### config.mk
export PLATFORM = sky130hd
export DESIGN_NAME = pwm_bank
export DESIGN_NICKNAME = d
export VERILOG_FILES = /design/src/rtl/pwm_bank_pkg.sv /design/src/rtl/pwm_bank_regs.sv /design/src/rtl/pwm_bank_tick.sv /design/src/rtl/pwm_bank_chan.sv /design/src/rtl/pwm_bank.sv
export SDC_FILE = /design/constraint.sdc
export NUM_CORES = 1
export LEC_CHECK = 0
export BUFFER_PORTS_ARGS = -buffer_cell sky130_fd_sc_hd__buf_2
export CORE_UTILIZATION = 30
export DETAILED_ROUTE_END_ITERATION = 10
export HOLD_SLACK_MARGIN = 0.02
export MAX_ROUTING_LAYER = met4
export REMOVE_ABC_BUFFERS = 1
export SETUP_SLACK_MARGIN = 0.5
export SKIP_CTS_REPAIR_TIMING = 1
export SLEW_MARGIN = 20
export SYNTH_ARGS = -nofsm -noshare
export SYNTH_HDL_FRONTEND = slang
export SYNTH_SLANG_ARGS = --single-unit
### constraint.sdc
create_clock -name clk -period 2.2 [get_ports clk]
set_input_delay 0.11 -clock clk [delete_from_list [all_inputs] [get_ports clk]]
set_output_delay 0.11 -clock clk [all_outputs]
set_load 0.01 [all_outputs]
### src/rtl/pwm_bank_pkg.sv
// Package: field layout of the channel control word and the decoded
// per-channel configuration type shared by the register file and channels.
package pwm_bank_pkg;
    localparam int WORD_W       = 32;
    localparam int EN_BIT       = 31;
    localparam int DUTY_LSB     = 16;
    localparam int DUTY_W       = 9;
    localparam int PRE_LSB      = 0;
    localparam int PRE_W        = 13;
    localparam int FRAME_W      = 8;
    localparam int STRIDE_SHIFT = 4;

    typedef struct packed {
        logic              en;
        logic [DUTY_W-1:0] duty;
        logic [PRE_W-1:0]  pre;
    } chan_cfg_t;
endpackage

### src/rtl/pwm_bank_regs.sv
// Module: channel register file with address decode.
// Holds one decoded control word per channel. Assumes a single-cycle
// write strobe and registers placed at a 16-byte stride from address 0.
module pwm_bank_regs
    import pwm_bank_pkg::*;
#(
    parameter int NCH    = 4,
    parameter int ADDR_W = 8
) (
    input  logic                     clk,
    input  logic                     rst_n,
    input  logic                     bus_wr,
    input  logic [ADDR_W-1:0]        bus_addr,
    input  logic [WORD_W-1:0]        bus_wdata,
    output logic [WORD_W-1:0]        bus_rdata,
    output chan_cfg_t [NCH-1:0]      cfg_o
);
    localparam int IDX_W = ADDR_W - STRIDE_SHIFT;

    logic [IDX_W-1:0] idx;
    logic             hit;
    logic             unused_wdata;

    assign idx = bus_addr[ADDR_W-1:STRIDE_SHIFT];
    // Decode: aligned to the stride and inside the channel range
    assign hit = (bus_addr[STRIDE_SHIFT-1:0] == '0) && (int'(idx) < NCH);
    assign unused_wdata = ^{bus_wdata[EN_BIT-1:DUTY_LSB+DUTY_W],
                            bus_wdata[DUTY_LSB-1:PRE_LSB+PRE_W]};

    for (genvar i = 0; i < NCH; i++) begin : g_reg
        // Capture the masked fields of a write addressed to this channel
        always_ff @(posedge clk) begin
            if (!rst_n) begin
                cfg_o[i] <= '0;
            end else if (bus_wr && hit && idx == IDX_W'(i)) begin
                cfg_o[i].en   <= bus_wdata[EN_BIT];
                cfg_o[i].duty <= bus_wdata[DUTY_LSB +: DUTY_W];
                cfg_o[i].pre  <= bus_wdata[PRE_LSB +: PRE_W];
            end
        end

        // a write to this channel appears in its fields one cycle later
        p_wr_readback_r1: assert property (@(posedge clk) disable iff (!rst_n)
            (bus_wr && bus_addr == ADDR_W'(i << STRIDE_SHIFT)) |=>
            (cfg_o[i].en == $past(bus_wdata[EN_BIT]) &&
             cfg_o[i].duty == $past(bus_wdata[DUTY_LSB +: DUTY_W]) &&
             cfg_o[i].pre == $past(bus_wdata[PRE_LSB +: PRE_W])));
    end

    // Read mux: repack the selected channel, zero for unmapped addresses
    always_comb begin
        bus_rdata = '0;
        for (int i = 0; i < NCH; i++) begin
            if (hit && idx == IDX_W'(i)) begin
                bus_rdata[EN_BIT]                = cfg_o[i].en;
                bus_rdata[DUTY_LSB +: DUTY_W]    = cfg_o[i].duty;
                bus_rdata[PRE_LSB +: PRE_W]      = cfg_o[i].pre;
            end
        end
    end

    // writes that miss the map leave every register unchanged
    p_miss_stable_r2: assert property (@(posedge clk) disable iff (!rst_n)
        (bus_wr && !hit) |=> $stable(cfg_o));
endmodule

### src/rtl/pwm_bank_tick.sv
// Module: tick prescaler.
// Counts input clocks from 0 to limit and pulses tick_o on the last one.
// Assumes limit only changes while clr is high or just as the count wraps.
module pwm_bank_tick
    import pwm_bank_pkg::*;
(
    input  logic             clk,
    input  logic             rst_n,
    input  logic             clr,
    input  logic [PRE_W-1:0] limit,
    output logic             tick_o
);
    logic [PRE_W-1:0] cnt;

    assign tick_o = !clr && (cnt == limit);

    // Divider count: held at zero by clr, wraps after reaching limit
    always_ff @(posedge clk) begin
        if (!rst_n || clr) begin
            cnt <= '0;
        end else if (cnt == limit) begin
            cnt <= '0;
        end else begin
            cnt <= cnt + 1'b1;
        end
    end

    // the count never passes its divider limit
    p_cnt_bound_r4: assert property (@(posedge clk) disable iff (!rst_n)
        cnt <= limit);
    // clear forces the count to zero on the next cycle
    p_clr_zero_r3: assert property (@(posedge clk) disable iff (!rst_n)
        clr |=> cnt == '0);
endmodule

### src/rtl/pwm_bank_chan.sv
// Module: one PWM channel.
// Keeps an active copy of duty and divider that reloads only while
// stopped or at a frame wrap, counts 256 ticks per frame, and compares
// the frame position against the active duty. Assumes cfg_i is registered.
module pwm_bank_chan
    import pwm_bank_pkg::*;
(
    input  logic      clk,
    input  logic      rst_n,
    input  chan_cfg_t cfg_i,
    output logic      pwm_o
);
    logic               running;
    logic               hold;
    logic               tick;
    logic               wrap;
    logic [FRAME_W-1:0] frame_cnt;
    logic [DUTY_W-1:0]  act_duty;
    logic [PRE_W-1:0]   act_pre;

    assign hold = !cfg_i.en || !running;
    assign wrap = tick && (frame_cnt == '1);

    pwm_bank_tick i_tick (
        .clk    (clk),
        .rst_n  (rst_n),
        .clr    (hold),
        .limit  (act_pre),
        .tick_o (tick)
    );

    // Run flag: one-cycle delayed copy of the enable, gives the load slot
    always_ff @(posedge clk) begin
        if (!rst_n) running <= 1'b0;
        else        running <= cfg_i.en;
    end

    // Frame position: zero while held, advances on every tick
    always_ff @(posedge clk) begin
        if (!rst_n || hold) frame_cnt <= '0;
        else if (tick)      frame_cnt <= frame_cnt + 1'b1;
    end

    // Active settings: follow the register while held, else reload at wrap
    always_ff @(posedge clk) begin
        if (!rst_n) begin
            act_duty <= '0;
            act_pre  <= '0;
        end else if (hold || wrap) begin
            act_duty <= cfg_i.duty;
            act_pre  <= cfg_i.pre;
        end
    end

    assign pwm_o = running && cfg_i.en && ({1'b0, frame_cnt} < act_duty);

    // a cleared enable parks the frame position at zero
    p_hold_zero_r3: assert property (@(posedge clk) disable iff (!rst_n)
        !cfg_i.en |=> frame_cnt == '0);
    // a high phase always begins at the first tick of a frame
    p_rise_start_r6: assert property (@(posedge clk) disable iff (!rst_n)
        $rose(pwm_o) |-> frame_cnt == '0);
    // inside a running frame the active settings do not move
    p_defer_r7: assert property (@(posedge clk) disable iff (!rst_n)
        (running && cfg_i.en && !wrap) |=> ($stable(act_duty) && $stable(act_pre)));
endmodule

### src/rtl/pwm_bank.sv
// Module: top of the multi-channel PWM controller.
// Connects the register file to one channel instance per output.
// Assumes NCH*16 fits in the ADDR_W byte address space.
module pwm_bank
    import pwm_bank_pkg::*;
#(
    parameter int NCH    = 4,
    parameter int ADDR_W = 8
) (
    input  logic              clk,
    input  logic              rst_n,
    input  logic              bus_wr,
    input  logic [ADDR_W-1:0] bus_addr,
    input  logic [31:0]       bus_wdata,
    output logic [31:0]       bus_rdata,
    output logic [NCH-1:0]    pwm_out
);
    chan_cfg_t [NCH-1:0] cfg;

    pwm_bank_regs #(.NCH(NCH), .ADDR_W(ADDR_W)) i_regs (
        .clk       (clk),
        .rst_n     (rst_n),
        .bus_wr    (bus_wr),
        .bus_addr  (bus_addr),
        .bus_wdata (bus_wdata),
        .bus_rdata (bus_rdata),
        .cfg_o     (cfg)
    );

    for (genvar c = 0; c < NCH; c++) begin : g_chan
        pwm_bank_chan i_chan (
            .clk   (clk),
            .rst_n (rst_n),
            .cfg_i (cfg[c]),
            .pwm_o (pwm_out[c])
        );
    end

    // outputs stay low for the cycle right after reset
    p_reset_low_r9: assert property (@(posedge clk)
        !rst_n |=> pwm_out == '0);
endmodule

==> out/results.txt, run 1 <==
The tools report the static leakage as 0.00669 uW. Clock tree synthesis inserted a total of 29 buffers. The count of buffers added on input and output ports is 60.

Once the floorplan was initialized, standard cells occupied 30.6% of the core. Summing all multi-input logic gate instances after layout gives 0.00714 mm^2. The logs give 3,821 for the number of filler cells placed in the layout and 2,100 for the final cell count without fillers. The detailed router placed 10,600 vias in this run.

The logs give 0.0416 mm^2 for the die area and 0 ps for the final setup TNS. Entering global routing, the biggest net connects 78 pins. For the count of final max-slew check failures, the log shows 0. After detailed placement, the design holds a cell count of 1,924.

After synthesis the cells add up to 0.0122 mm^2. For this run the aggregate overflow at the end of global routing stands at 0. Max-cap violations in this run came to 0. Dividing the detail-routed wire length by the instance count gives 17.0 um. The post-route standard cell area excluding fillers was 0.0167 mm^2. During I/O placement, the number of pins put on the boundary was 79. The share of the Yosys chip area taken by registers is 43.8%. The worst setup path is launched from a flop. At the pin with the least slew margin, the transition time is 858 ps. The clock passes through at most 3 buffers.

The total chip power is 10,500 uW, and the chip width is 204 um. The critical path's largest stage delay came out at 360 ps. Grouping stages by cell kind, the critical path spends the most delay in compound AO/OA/AOI/OAI gates. For the worst setup path, the data arrival time is 1980 ps. Synthesis produced 1,377 cells. Slowest stage cell on the critical path: sky130_fd_sc_hd__dfxtp_4. The tools report the number of hold-slack violations in the final timing report as 0.

Power spread over the standard cell area amounts to 629 mW/mm^2. The clock root buffer is sky130_fd_sc_hd__clkbuf_16. The maximum net fanout on the critical path works out to 4. The run finished with clean final reports. The worst max-slew margin expressed relative to the limit is 42.6%, and the total detailed-routing wirelength is 35.7 mm. In the routed design, unresolved DRC markers number 0. The via count of the first global-routing pass was 9,710; the proportion of synthesized flip-flops having asynchronous set or reset was 0%. Row generation in the floorplan step produced 73 rows. The placeable core region was 0.0400 mm^2; the final weighted congestion in routability-driven placement was 0.824. Internal power comes to 8270 uW.

TritonCTS built the clock tree. Once detail routing completed, the nets flagged for antenna violations numbered 0. The register area was 0.00558 mm^2.

The average instance in the mapped netlist occupies 8.90 um^2. The clock slew seen by the registers of the worst setup and hold paths is 60 ps, and the clock latency on the worst-skew pair is 560 ps. The worst path needs 2090 ps of the cycle, external delays included. The ratio of final minimum period to clock period works out to 94.8%. The initial antenna violation count came out at 1. The required time at the worst-slack endpoint was 2090 ps. Setup repair after global routing could not meet its margin everywhere. The number of warning messages in the yosys log was 0.

The logs give 23.1 mm for the total half-perimeter wirelength after legalization and detailed placement and 45.8% for the sequential group share of total power. The placed cell area is 0.0133 mm^2. The run gives 72.2 ps as the worst hold slack. Walking the worst path, the cells encountered are ha_4 -> a21o_1 -> a211oi_2 -> o21ai_2 -> a21oi_2 -> buf_2. Cells with a size suffix above 1 make up 33.2% of the layout. The mean number of vias per cell is 5.06.

In this run the vertical extent of the chip is 204 um. Across every metal layer, demand over resource in global routing totals 15.8%. The tools report the distinct cell type count of the synthesized netlist as 45. Setup violations remaining at the end of the flow were counted as 0. Among all flip-flop cells after synthesis, the most frequent one is sky130_fd_sc_hd__dfxtp_1. For the wire length of the first global-routing pass, the log shows 51.8 mm. For the proportion of power drawn by combinational gates, the log shows 3.1%. The clock arrives with 18.1 ps of skew.

The detailed router finished its first iteration with 757 violations. CTS saw 268 sinks. The count of flip-flops with a built-in enable after synthesis was 0.

The net count of the finished layout is 1,631. The layout-stage area growth over the synthesis result was 36.5%; the count of H-tree levels built during CTS was 1. Buffers plus inverters on the worst setup path: 1. VDD sags by at most 521 uV. The proportion of total power due to net switching is 21.3%, and the clock network fraction of design power is 51.0%. The pre-antenna-repair detailed-routing pass consisted of 5 iterations. The net switching power is 2240 uW. Path type of the worst min-delay path: in2reg.

For this run, the top clock speed supported by timing is 0.479 GHz. The nature of the critical path endpoint was a primary output. By startpoint and endpoint, the worst setup path is classified as reg2out. The synthesis-stage register bit count works out to 268.
==> area by class of cell <==
class                           instances  area share (%)
Antenna cell                            1          0.0150
Clock buffer                           37            4.88
Clock inverter                         16            1.44
Inverter                               36           0.816
Multi-Input combinational cell        986            42.7
Sequential cell                       268            33.4
Tap cell                              525            3.93
Timing Repair Buffer                  231            12.8
==> tightest hold or removal path, cell delays in order <==
cell and delay (ps):
sky130_fd_sc_hd__buf_2 120, sky130_fd_sc_hd__clkinv_2 270, sky130_fd_sc_hd__a21oi_1 70
==> metrics by stage <==
| stage | util [%] | worst slack (ps) |
|---|---|---|
| final | 41.8 | 114 |
| after floorplan | - | -1110 |
| after global routing | 41.8 | -16.2 |
| after global placement | 33.3 | 31.5 |
| after detailed placement | 33.3 | 14.6 |
| after CTS | 36.0 | -190 |
==> metal layers <==
layer  up-vias  part of all wire (%)  global-route usage, %
li1       5211                     -                      -
met1      5171                    43                   19.9
met2       193                    50                   26.3
met3        59                   3.7                   1.83
met4         0                   3.0                   4.80
met5         -                     0                      -
==> cell usage after synthesis (2+ instances only) <==
| cell type | instances | area share [%] |
|---|---|---|
| sky130_fd_sc_hd__nor3_1 | 7 | 0.29 |
| sky130_fd_sc_hd__dfxtp_1 | 268 | 44 |
| sky130_fd_sc_hd__ha_1 | 36 | 3.7 |
| sky130_fd_sc_hd__or3_1 | 14 | 0.71 |
| sky130_fd_sc_hd__and3_1 | 26 | 1.3 |
| sky130_fd_sc_hd__o2111ai_1 | 11 | 0.79 |
| sky130_fd_sc_hd__nor2_1 | 93 | 2.8 |
| sky130_fd_sc_hd__nand2b_1 | 4 | 0.20 |
| sky130_fd_sc_hd__o41ai_2 | 3 | 0.40 |
| sky130_fd_sc_hd__nor4_1 | 6 | 0.31 |
| sky130_fd_sc_hd__o31ai_1 | 9 | 0.55 |
| sky130_fd_sc_hd__xnor2_1 | 20 | 1.4 |
| sky130_fd_sc_hd__nand2_1 | 251 | 7.7 |
| sky130_fd_sc_hd__a22o_1 | 66 | 4.7 |
| sky130_fd_sc_hd__buf_2 | 7 | 0.29 |
| sky130_fd_sc_hd__o31a_1 | 3 | 0.21 |
| sky130_fd_sc_hd__nor4_2 | 2 | 0.20 |
| sky130_fd_sc_hd__mux4_2 | 23 | 4.2 |
| sky130_fd_sc_hd__buf_4 | 13 | 0.80 |
| sky130_fd_sc_hd__or4_1 | 16 | 0.98 |
| sky130_fd_sc_hd__nand3_1 | 29 | 1.2 |
| sky130_fd_sc_hd__mux2i_1 | 3 | 0.25 |
| sky130_fd_sc_hd__o21ai_0 | 11 | 0.45 |
| sky130_fd_sc_hd__a211oi_1 | 8 | 0.49 |
| sky130_fd_sc_hd__o311ai_0 | 15 | 1.1 |
| sky130_fd_sc_hd__nand4_1 | 44 | 2.2 |
| sky130_fd_sc_hd__a41oi_1 | 15 | 1.1 |
| sky130_fd_sc_hd__xor2_1 | 81 | 5.8 |
| sky130_fd_sc_hd__and2_1 | 28 | 1.4 |
| sky130_fd_sc_hd__and4b_1 | 2 | 0.16 |
| sky130_fd_sc_hd__a21o_1 | 8 | 0.49 |
| sky130_fd_sc_hd__a21oi_1 | 113 | 4.6 |
| sky130_fd_sc_hd__buf_1 | 6 | 0.18 |
| sky130_fd_sc_hd__o211ai_1 | 7 | 0.43 |
| sky130_fd_sc_hd__or2_2 | 6 | 0.31 |
| sky130_fd_sc_hd__inv_1 | 35 | 1.1 |
| sky130_fd_sc_hd__nand4b_1 | 2 | 0.14 |
| sky130_fd_sc_hd__clkbuf_1 | 71 | 2.2 |
| sky130_fd_sc_hd__and4_1 | 9 | 0.64 |
==> final timing paths <==
kind / slack (ps) / cells past startpoint / from / end
worst max-delay path: 110 / 6 / g_chan[3].i_chan.frame_cnt[1] / pwm_out[3]
worst max register to register: 130 / 7 / g_chan[0].i_chan.act_pre[5] / g_chan[0].i_chan.frame_cnt[5]
worst min register to register: 460 / 2 / i_regs.cfg_o[30] / i_regs.cfg_o[30]
worst min-delay path: 70 / 3 / rst_n / i_regs.cfg_o[72]
==> logic make-up (layout without fill, tap and decap cells) <==
group,count (synthesis),count (layout),share of synthesized area (%)
flops,268,268,43.8
buf+inv,133,320,4.55
xor+xnor,101,101,7.22
mux,26,26,4.47
other cells,1,10,0.0306
compound gates,270,270,15.4
simple gates,542,544,20.9
fa+ha+maj,36,36,3.68
==> placed cells by master, fill, tap and decap left out, types with 8 or more instances in the layout <==
cell type / netlist / final
sky130_fd_sc_hd__a211oi_2: 0 / 8
sky130_fd_sc_hd__a21o_1: 8 / 8
sky130_fd_sc_hd__a21oi_1: 113 / 102
sky130_fd_sc_hd__a21oi_2: 0 / 11
sky130_fd_sc_hd__a22o_1: 66 / 66
sky130_fd_sc_hd__a41oi_1: 15 / 15
sky130_fd_sc_hd__and2_1: 28 / 8
sky130_fd_sc_hd__and2_4: 0 / 19
sky130_fd_sc_hd__and3_1: 26 / 22
sky130_fd_sc_hd__buf_12: 0 / 9
sky130_fd_sc_hd__buf_2: 7 / 42
sky130_fd_sc_hd__buf_4: 13 / 104
sky130_fd_sc_hd__buf_6: 0 / 38
sky130_fd_sc_hd__clkbuf_16: 0 / 38
sky130_fd_sc_hd__clkinv_2: 0 / 8
sky130_fd_sc_hd__conb_1: 1 / 9
sky130_fd_sc_hd__dfxtp_1: 268 / 162
sky130_fd_sc_hd__dfxtp_2: 0 / 73
sky130_fd_sc_hd__dfxtp_4: 0 / 33
sky130_fd_sc_hd__dlygate4sd3_1: 0 / 23
sky130_fd_sc_hd__ha_1: 36 / 28
sky130_fd_sc_hd__ha_4: 0 / 8
sky130_fd_sc_hd__inv_1: 35 / 28
sky130_fd_sc_hd__mux4_2: 23 / 23
sky130_fd_sc_hd__nand2_1: 251 / 247
sky130_fd_sc_hd__nand3_1: 29 / 29
sky130_fd_sc_hd__nand4_1: 44 / 44
sky130_fd_sc_hd__nor2_1: 93 / 71
sky130_fd_sc_hd__nor2_4: 0 / 19
sky130_fd_sc_hd__o2111ai_1: 11 / 10
sky130_fd_sc_hd__or3_1: 14 / 12
sky130_fd_sc_hd__or4_1: 16 / 10
sky130_fd_sc_hd__xnor2_1: 20 / 19
sky130_fd_sc_hd__xor2_1: 81 / 79
==> sequential cells by signal (all words and copies together), names as in the netlist <==
register	flops
i_regs.cfg_o	92
g_chan.i_chan.act_pre	52
g_chan.i_chan.i_tick.cnt	52
g_chan.i_chan.act_duty	36
g_chan.i_chan.frame_cnt	32
g_chan.i_chan.running	4
==> power groups by stage <==
stage | Sequential, uW | Clock [uW] | Combinational (uW)
after floorplan | 4960 | 0 | 75.4
after CTS | 4860 | 5440 | 238
final | 4820 | 5360 | 328
after global routing | 4810 | 5640 | 347
after global placement | 4970 | 0 | 233
after detailed placement | 4970 | 0 | 238
(Power assumes the default switching activity.)
==> run 2: changes to the inputs <==
Settings changed: CORE_UTILIZATION 30 to 60, GPL_ROUTABILITY_DRIVEN set to 1, PLACE_DENSITY set to 0.79, SLEW_MARGIN 20 to 40.
==> run 2 against run 1 <==
  * The run now ends with negative setup slack left
  * Non-clock buffer count down 53
  * Final cell count shrank 15%
  * Setup slack lost 120 ps
  * Hold slack worse by 24 ps
  * Combinational power decreased by 11%
  * Global-route usage grew 15 points
  * Clock power increased by 1%
  * Clock-buffer cell count decreased by 3
  * Sequential power barely moved
  * Routed wire length fell by 2.9%
  * First-iteration DRC count rose by 25%
  * Critical path type is now reg2reg
  * Highest routed layer unchanged
==> out/results.txt, run 2 (synthesis results as in run 1) <==
The flow ran to the end, but the final reports show violations. The checks that failed: negative setup slack. The count of H-tree levels built during CTS was 1; the number of design rule violations left after detail routing was 0.

The net switching power was 2140 uW; the worst max-slew margin expressed relative to the limit was 33.2%. Dividing the detail-routed wire length by the instance count gives 19.4 um. The maximum number of pins on one net before global-route repair was 67; the total detailed-routing wirelength was 34.6 mm. The critical path in this run is classified as reg2reg. In the final layout, the registers with the most flip-flops are i_regs.cfg_o x92, g_chan.i_chan.act_pre x52, g_chan.i_chan.i_tick.cnt x52. The internal power of the cells totals 8420 uW. The tools report the wire length of the first global-routing pass as 49.5 mm.

In this run the register-to-register setup slack is -7 ps. The worst-margin pin slew was 998 ps; the sum of overflow across all layers after global routing was 0. Counting both buffers and inverters, the worst setup path holds a total of 3. The signal on the critical path passes through xor2_2 -> nor4_2 -> buf_4 -> nand4_1 -> buf_6 -> o31a_1 -> clkbuf_16 -> a22o_1. Routability-driven placement finished with a final weighted congestion of 0.834. The run gives 0.0210 mm^2 as the die area. The cell count of the worst hold path is 2, and the final core utilization is 77.9%.

Using the TritonRoute via totals, the vias-per-cell ratio works out to 6.12. The cell family contributing the most delay on the critical path is buffers and inverters. For the number of max-cap violations, the log shows 0.

The most flop-heavy register is i_regs.cfg_o. The top cell types in the final layout, fill and taps aside, are sky130_fd_sc_hd__nand2_1, sky130_fd_sc_hd__dfxtp_1, sky130_fd_sc_hd__a21oi_1, sky130_fd_sc_hd__nor2_1, sky130_fd_sc_hd__xor2_1. Static timing analysis puts the maximum clock frequency at 0.453 GHz. The tools report the required time at the worst-slack endpoint as 2630 ps.

The clock root buffer is sky130_fd_sc_hd__clkbuf_16. The worst setup path is captured at a flop. For this design the static power due to leakage is 0.00606 uW.

Counting along the longest clock path gives a buffer depth of 3. For the worst path setup slack after routing, the log shows -6.60 ps. The critical path's largest stage delay is 370 ps, and the clock latency on the worst-skew pair is 540 ps.

The tools report the number of nets still failing antenna checks after routing as 0. After floorplanning, the core was sized to cover 0.0197 mm^2. Hold is met by 48.1 ps. The count of final max-slew check failures came out at 0.

The worst setup path is launched from a flop. For this block, the via count after detailed routing is 10,900. The final worst clock skew was 6.59 ps; the overall track demand over capacity in global routing was 30.6%. The endpoint identified for the worst register-to-register timing path is g_chan[0].i_chan.act_pre[9]. The flip-flop count of the largest register after layout is 92.

The count of endpoints failing setup in the final report came out at 1. The proportion of power drawn by combinational gates was 2.8%. Before antenna repair, the detailed router went through 5 iterations. The initial antenna violation count is 1.

TritonCTS built the clock tree. Clock-pin slew was measured on the worst setup and hold paths at 60 ps. The logs give 21.0 mm for the total half-perimeter wirelength after legalization and detailed placement and 51.4% for the clock network fraction of design power. Counting tap cells, the placed design contains a total of 1,663 instances. Counting every sink on the clock net gives 268.

Measured in cells, the most critical reg-to-reg path has a length of 8. The tightest min-delay check is of the in2reg type. After floorplanning, the core was divided into 51 placement rows. The maximum resistive drop on vdd is 567 uV, and the chip width is 145 um. The finished layout holds 1,784 standard cells, fillers aside. At the end of the flow, the number of nets in the layout was 1,576. The tools report the number of hold-slack violations in the final timing report as 0. Worst-case hold path end point: g_chan[3].i_chan.running. The proportion of total power due to net switching was 20.3%; the via count of the first global-routing pass was 10,000.

The slowest stage cell on the critical path is sky130_fd_sc_hd__o31a_1. Data arrives at the worst endpoint at 2640 ps. For this design the ratio of total power to cell area is 687 mW/mm^2. In the finished design, the share of the clock period the worst path needs comes to 100%. In this run the most critical hold path is launched from rst_n.

The commonest non-fill, non-tap cell in the layout is sky130_fd_sc_hd__nand2_1. Input and output buffers added on the ports amount to 60. The sequential group share of total power was 45.9%; the minimum clock period after layout was 2210 ps. Setup repair after global routing could not meet its margin everywhere. The area growth from synthesis to layout is 25.5%. The tools report the CTS buffer count as 28.

Counting buffers and inverters, the worst setup path is 8 cells deep. The maximum net fanout on the critical path is 5. The fraction of final layout cells with drive strength greater than 1 was 22.9%.

For the initial core utilization, the log shows 62.1%. The run gives 47.6 ps as the minimum setup slack after placement. The tools report the reg-to-reg startpoint as g_chan[0].i_chan.act_pre[6]. In this run the count of I/O pins placed on the die edge is 79. In this run, the number of DRC markers left after iteration 0 of detailed routing was 950. The die boundary height works out to 145 um.
-- run 2: per-stage QoR --
step                total power [uW]  setup TNS [ps]  cell area, um^2
floorplan                       5040         -102160            11900
global placement                5190               0            13000
detailed placement              5190               0            13000
CTS                            10500           -84.7            14100
global route                   10800           -3660            15400
finish                         10600           -6.60            15400
-- run 2: layer usage --
metal | wire length [um] | GRT usage, %
met1 | 13800 | 37.9
met2 | 17500 | 51.5
met3 | 2020 | 4.11
met4 | 1310 | 10.5
met5 | 0 | -
-- run 2: power by group through the flow --
stage	sequential (uW)	clock, uW	combinational [uW]
finish	4840	5430	292
global route	4840	5700	308
CTS	4860	5460	227
detailed placement	4970	0	226
global placement	4970	0	224
floorplan	4960	0	75.4
-- run 2: cell type report --
class	count	area [um^2]
sequential	268	5440
clock buffer	34	785
tap	265	332
inverter	36	135
clock inverter	17	288
antenna	1	2.50
timing repair buffer	178	1530
fill	1202	4350
multi-input combinational	985	6860
-- run 2: how the worst max path moves through the flow --
| stage | to | startpoint | slack (ps) |
|---|---|---|---|
| floorplan | g_chan[0].i_chan.act_duty[0] | rst_n | -1110 |
| global placement | g_chan[3].i_chan.act_pre[5] | g_chan[3].i_chan.i_tick.cnt[10] | 100 |
| detailed placement | g_chan[3].i_chan.act_pre[5] | g_chan[3].i_chan.i_tick.cnt[10] | 50 |
| CTS | pwm_out[1] | g_chan[1].i_chan.act_duty[5] | -80 |
| global route | g_chan[1].i_chan.frame_cnt[5] | g_chan[1].i_chan.act_pre[6] | -130 |
| finish | g_chan[0].i_chan.act_pre[9] | g_chan[0].i_chan.act_pre[6] | -7 |
==> run 3: changes to the inputs <==
Settings changed: CORE_UTILIZATION 60 to 55, PLACE_DENSITY 0.79 to 0.76.
Clock period 2.2 ns to 1.95 ns, I/O delays scaled along.
==> run 3 against run 2 <==
  * The flow still finishes with violations (negative setup slack)
  * Clock power down 5.2%
  * Via count up 5.6%
  * Sequential share of layout area is 1.5 points lower
  * Hold slack improved by 110 ps
  * Critical path type unchanged
==> out/results.txt, run 3 (synthesis results as in run 1) <==
The run finished, with violations left. The checks that failed: negative setup slack. The required time at the worst-slack endpoint came out at 2370 ps.

In this run the worst hold path is classified as in2reg. The clock latency on the worst-skew pair was 540 ps. For the number of hold-slack violations in the final timing report, the log shows 0.

The largest registers in the layout are i_regs.cfg_o x92, g_chan.i_chan.act_pre x52, g_chan.i_chan.i_tick.cnt x52. Setup violations remaining at the end of the flow were counted as 109. The clock root buffer is sky130_fd_sc_hd__clkbuf_16. Counting flops per register, the top entry is i_regs.cfg_o.

The tools report the number of max-cap violations as 0. Leaving out fill and tap cells, the most frequent cells in the layout are sky130_fd_sc_hd__nand2_1, sky130_fd_sc_hd__dfxtp_1, sky130_fd_sc_hd__buf_4, sky130_fd_sc_hd__a21oi_1, sky130_fd_sc_hd__xor2_1. Count of final max-slew check failures: 0.

The tools report the startpoint type of the worst setup path as a flop. The maximum number of pins on one net before global-route repair is 52, and the sum of overflow across all layers after global routing is 0. The run gives 21.9 mm as the total half-perimeter wirelength after legalization and detailed placement.

Flip-flop count of the largest register after layout: 92. At the end of the flow, the number of nets in the layout was 1,658. For the worst setup path, the data arrival time is 2700 ps.

Setup repair after global routing could not meet its margin everywhere. The worst path setup slack after routing was -329 ps; the maximum net fanout on the critical path was 22. The filler cells instantiated in the layout total 1,357. Layout-stage area growth over the synthesis result: 34.0%. The number of input and output port buffers inserted works out to 60.

For the worst flop-to-flop path, the logic depth is 8. In this run the critical register-to-register path is launched from g_chan[3].i_chan.act_pre[10]. Summed over all cells, the static leakage comes to 0.00658 uW. The tools report the placeable core region as 0.0218 mm^2. The tools report the number of design rule violations left after detail routing as 0. The tools report the minimum setup slack among reg-to-reg paths as -330 ps.

The first global-routing pass estimated 49.1 mm of wire. Cells with a size suffix above 1 make up 34.8% of the layout. The die is 151 um wide. The total I/O pin count came out at 79. Number of optimization iterations in the first detailed-route pass: 5.

Commonest non-fill, non-tap cell in the layout: sky130_fd_sc_hd__nand2_1. Clock skew on the completed layout was measured at 9.90 ps. The run gives 859 uV as the maximum resistive drop on vdd. Measured against its own limit, the worst slew margin works out to 59.4%. The number of clock sinks seen by CTS was 268; the total power density per cell area was 667 mW/mm^2. The number of placed instances, taps included was 1,721; the routed length per instance was 20.0 um.

Clock-pin slew was measured on the worst setup and hold paths at 60 ps. STA classifies the critical path endpoint as a flop. The minimum setup slack after placement was -233 ps; the total detailed-routing wirelength was 37.6 mm. Dividing the final minimum period by the clock period gives 117%. The endpoint identified for the worst register-to-register timing path is g_chan[3].i_chan.act_pre[9]. Across every metal layer, demand over resource in global routing totals 27.7%.

The final setup TNS is -15,170 ps. The worst setup path is of the reg2reg kind. TritonCTS built the clock tree. The final route contains 11,500 vias.

Measured along the y axis, the die boundary spans 151 um. The most critical setup path has its endpoint at g_chan[3].i_chan.act_pre[9]. For the pin with the worst max-slew slack, the measured transition is 606 ps.

Dividing the detail-routed via count by the number of cells gives 6.14. The routed design could run at a clock period as short as 2280 ps. The logs give 54 for the site row count and 9,691 for the via count of the first global-routing pass. The first routing iteration left 668 violations. Once detail routing completed, the nets flagged for antenna violations numbered 0.

Counting the buffers created by CTS gives 27. The critical path starts at g_chan[3].i_chan.act_pre[10]. Derived from the worst setup path, the maximum achievable clock frequency is 0.439 GHz. The count of H-tree levels built during CTS is 1. For the final cell count without fillers, the log shows 1,878.

For this configuration, the core starts out at a cell density of 56.1%. The longest clock path from root to sink contains 3 buffers. The run gives 1 as the initial antenna violation count. The die area is 0.0229 mm^2, and the final weighted congestion in routability-driven placement is 0.899.

For the worst hold slack, the log shows 163 ps.
-- run 3: final cells by class --
type,count,area [um^2],share of cell area [%]
flip-flops and latches,268,5570,33.9
clock buffers,40,815,4.96
well taps,280,350,2.13
repair buffers,260,2280,13.9
diodes,1,2.50,0.0152
inverters,36,135,0.823
multi-input cells,986,7200,43.9
clock inverters,7,60.1,0.366
-- run 3: how the worst min path moves through the flow --
stage,startpoint,to,slack [ps],cells after the start
3_3_place_gp,bus_wdata[7],i_regs.cfg_o[76],380,3
3_5_place_dp,bus_wdata[7],i_regs.cfg_o[30],390,3
5_1_grt,rst_n,g_chan[0].i_chan.running,150,3
2_1_floorplan,rst_n,g_chan[0].i_chan.running,220,1
4_1_cts,bus_wdata[19],i_regs.cfg_o[39],-170,3
6_report,rst_n,g_chan[1].i_chan.act_pre[1],160,4
-- run 3: per-stage QoR --
stage	power [uW]	area [um^2]	utilization, %
floorplan	5690	11900	-
global placement	5870	13400	61.3
detailed placement	5870	13400	61.3
CTS	10900	14300	65.3
global route	11200	16400	75.2
finish	10900	16400	75.2
-- run 3: where the power goes --
part | internal, uW | total [uW] | switching [uW]
combinational | 145 | 360 | 215
clock | 3000 | 5150 | 2160
sequential | 5430 | 5440 | 3.30
total | 8580 | 10900 | 2370
-- run 3: per-layer routing --
metal	vias up	track usage [%]	routed length [um]
met5	-	-	0
met4	0	10.7	1620
met3	152	3.58	2580
met2	532	45.3	18500
met1	5571	34.9	14900
li1	5268	-	-
-- run 3: critical path, stage by stage (launching register included) --
cell	delay [ps]
sky130_fd_sc_hd__dfxtp_2	320
sky130_fd_sc_hd__xor2_1	160
sky130_fd_sc_hd__nor4_2	350
sky130_fd_sc_hd__buf_4	180
sky130_fd_sc_hd__nand4_1	230
sky130_fd_sc_hd__buf_4	230
sky130_fd_sc_hd__o31a_1	310
sky130_fd_sc_hd__buf_12	170
sky130_fd_sc_hd__a22o_1	210
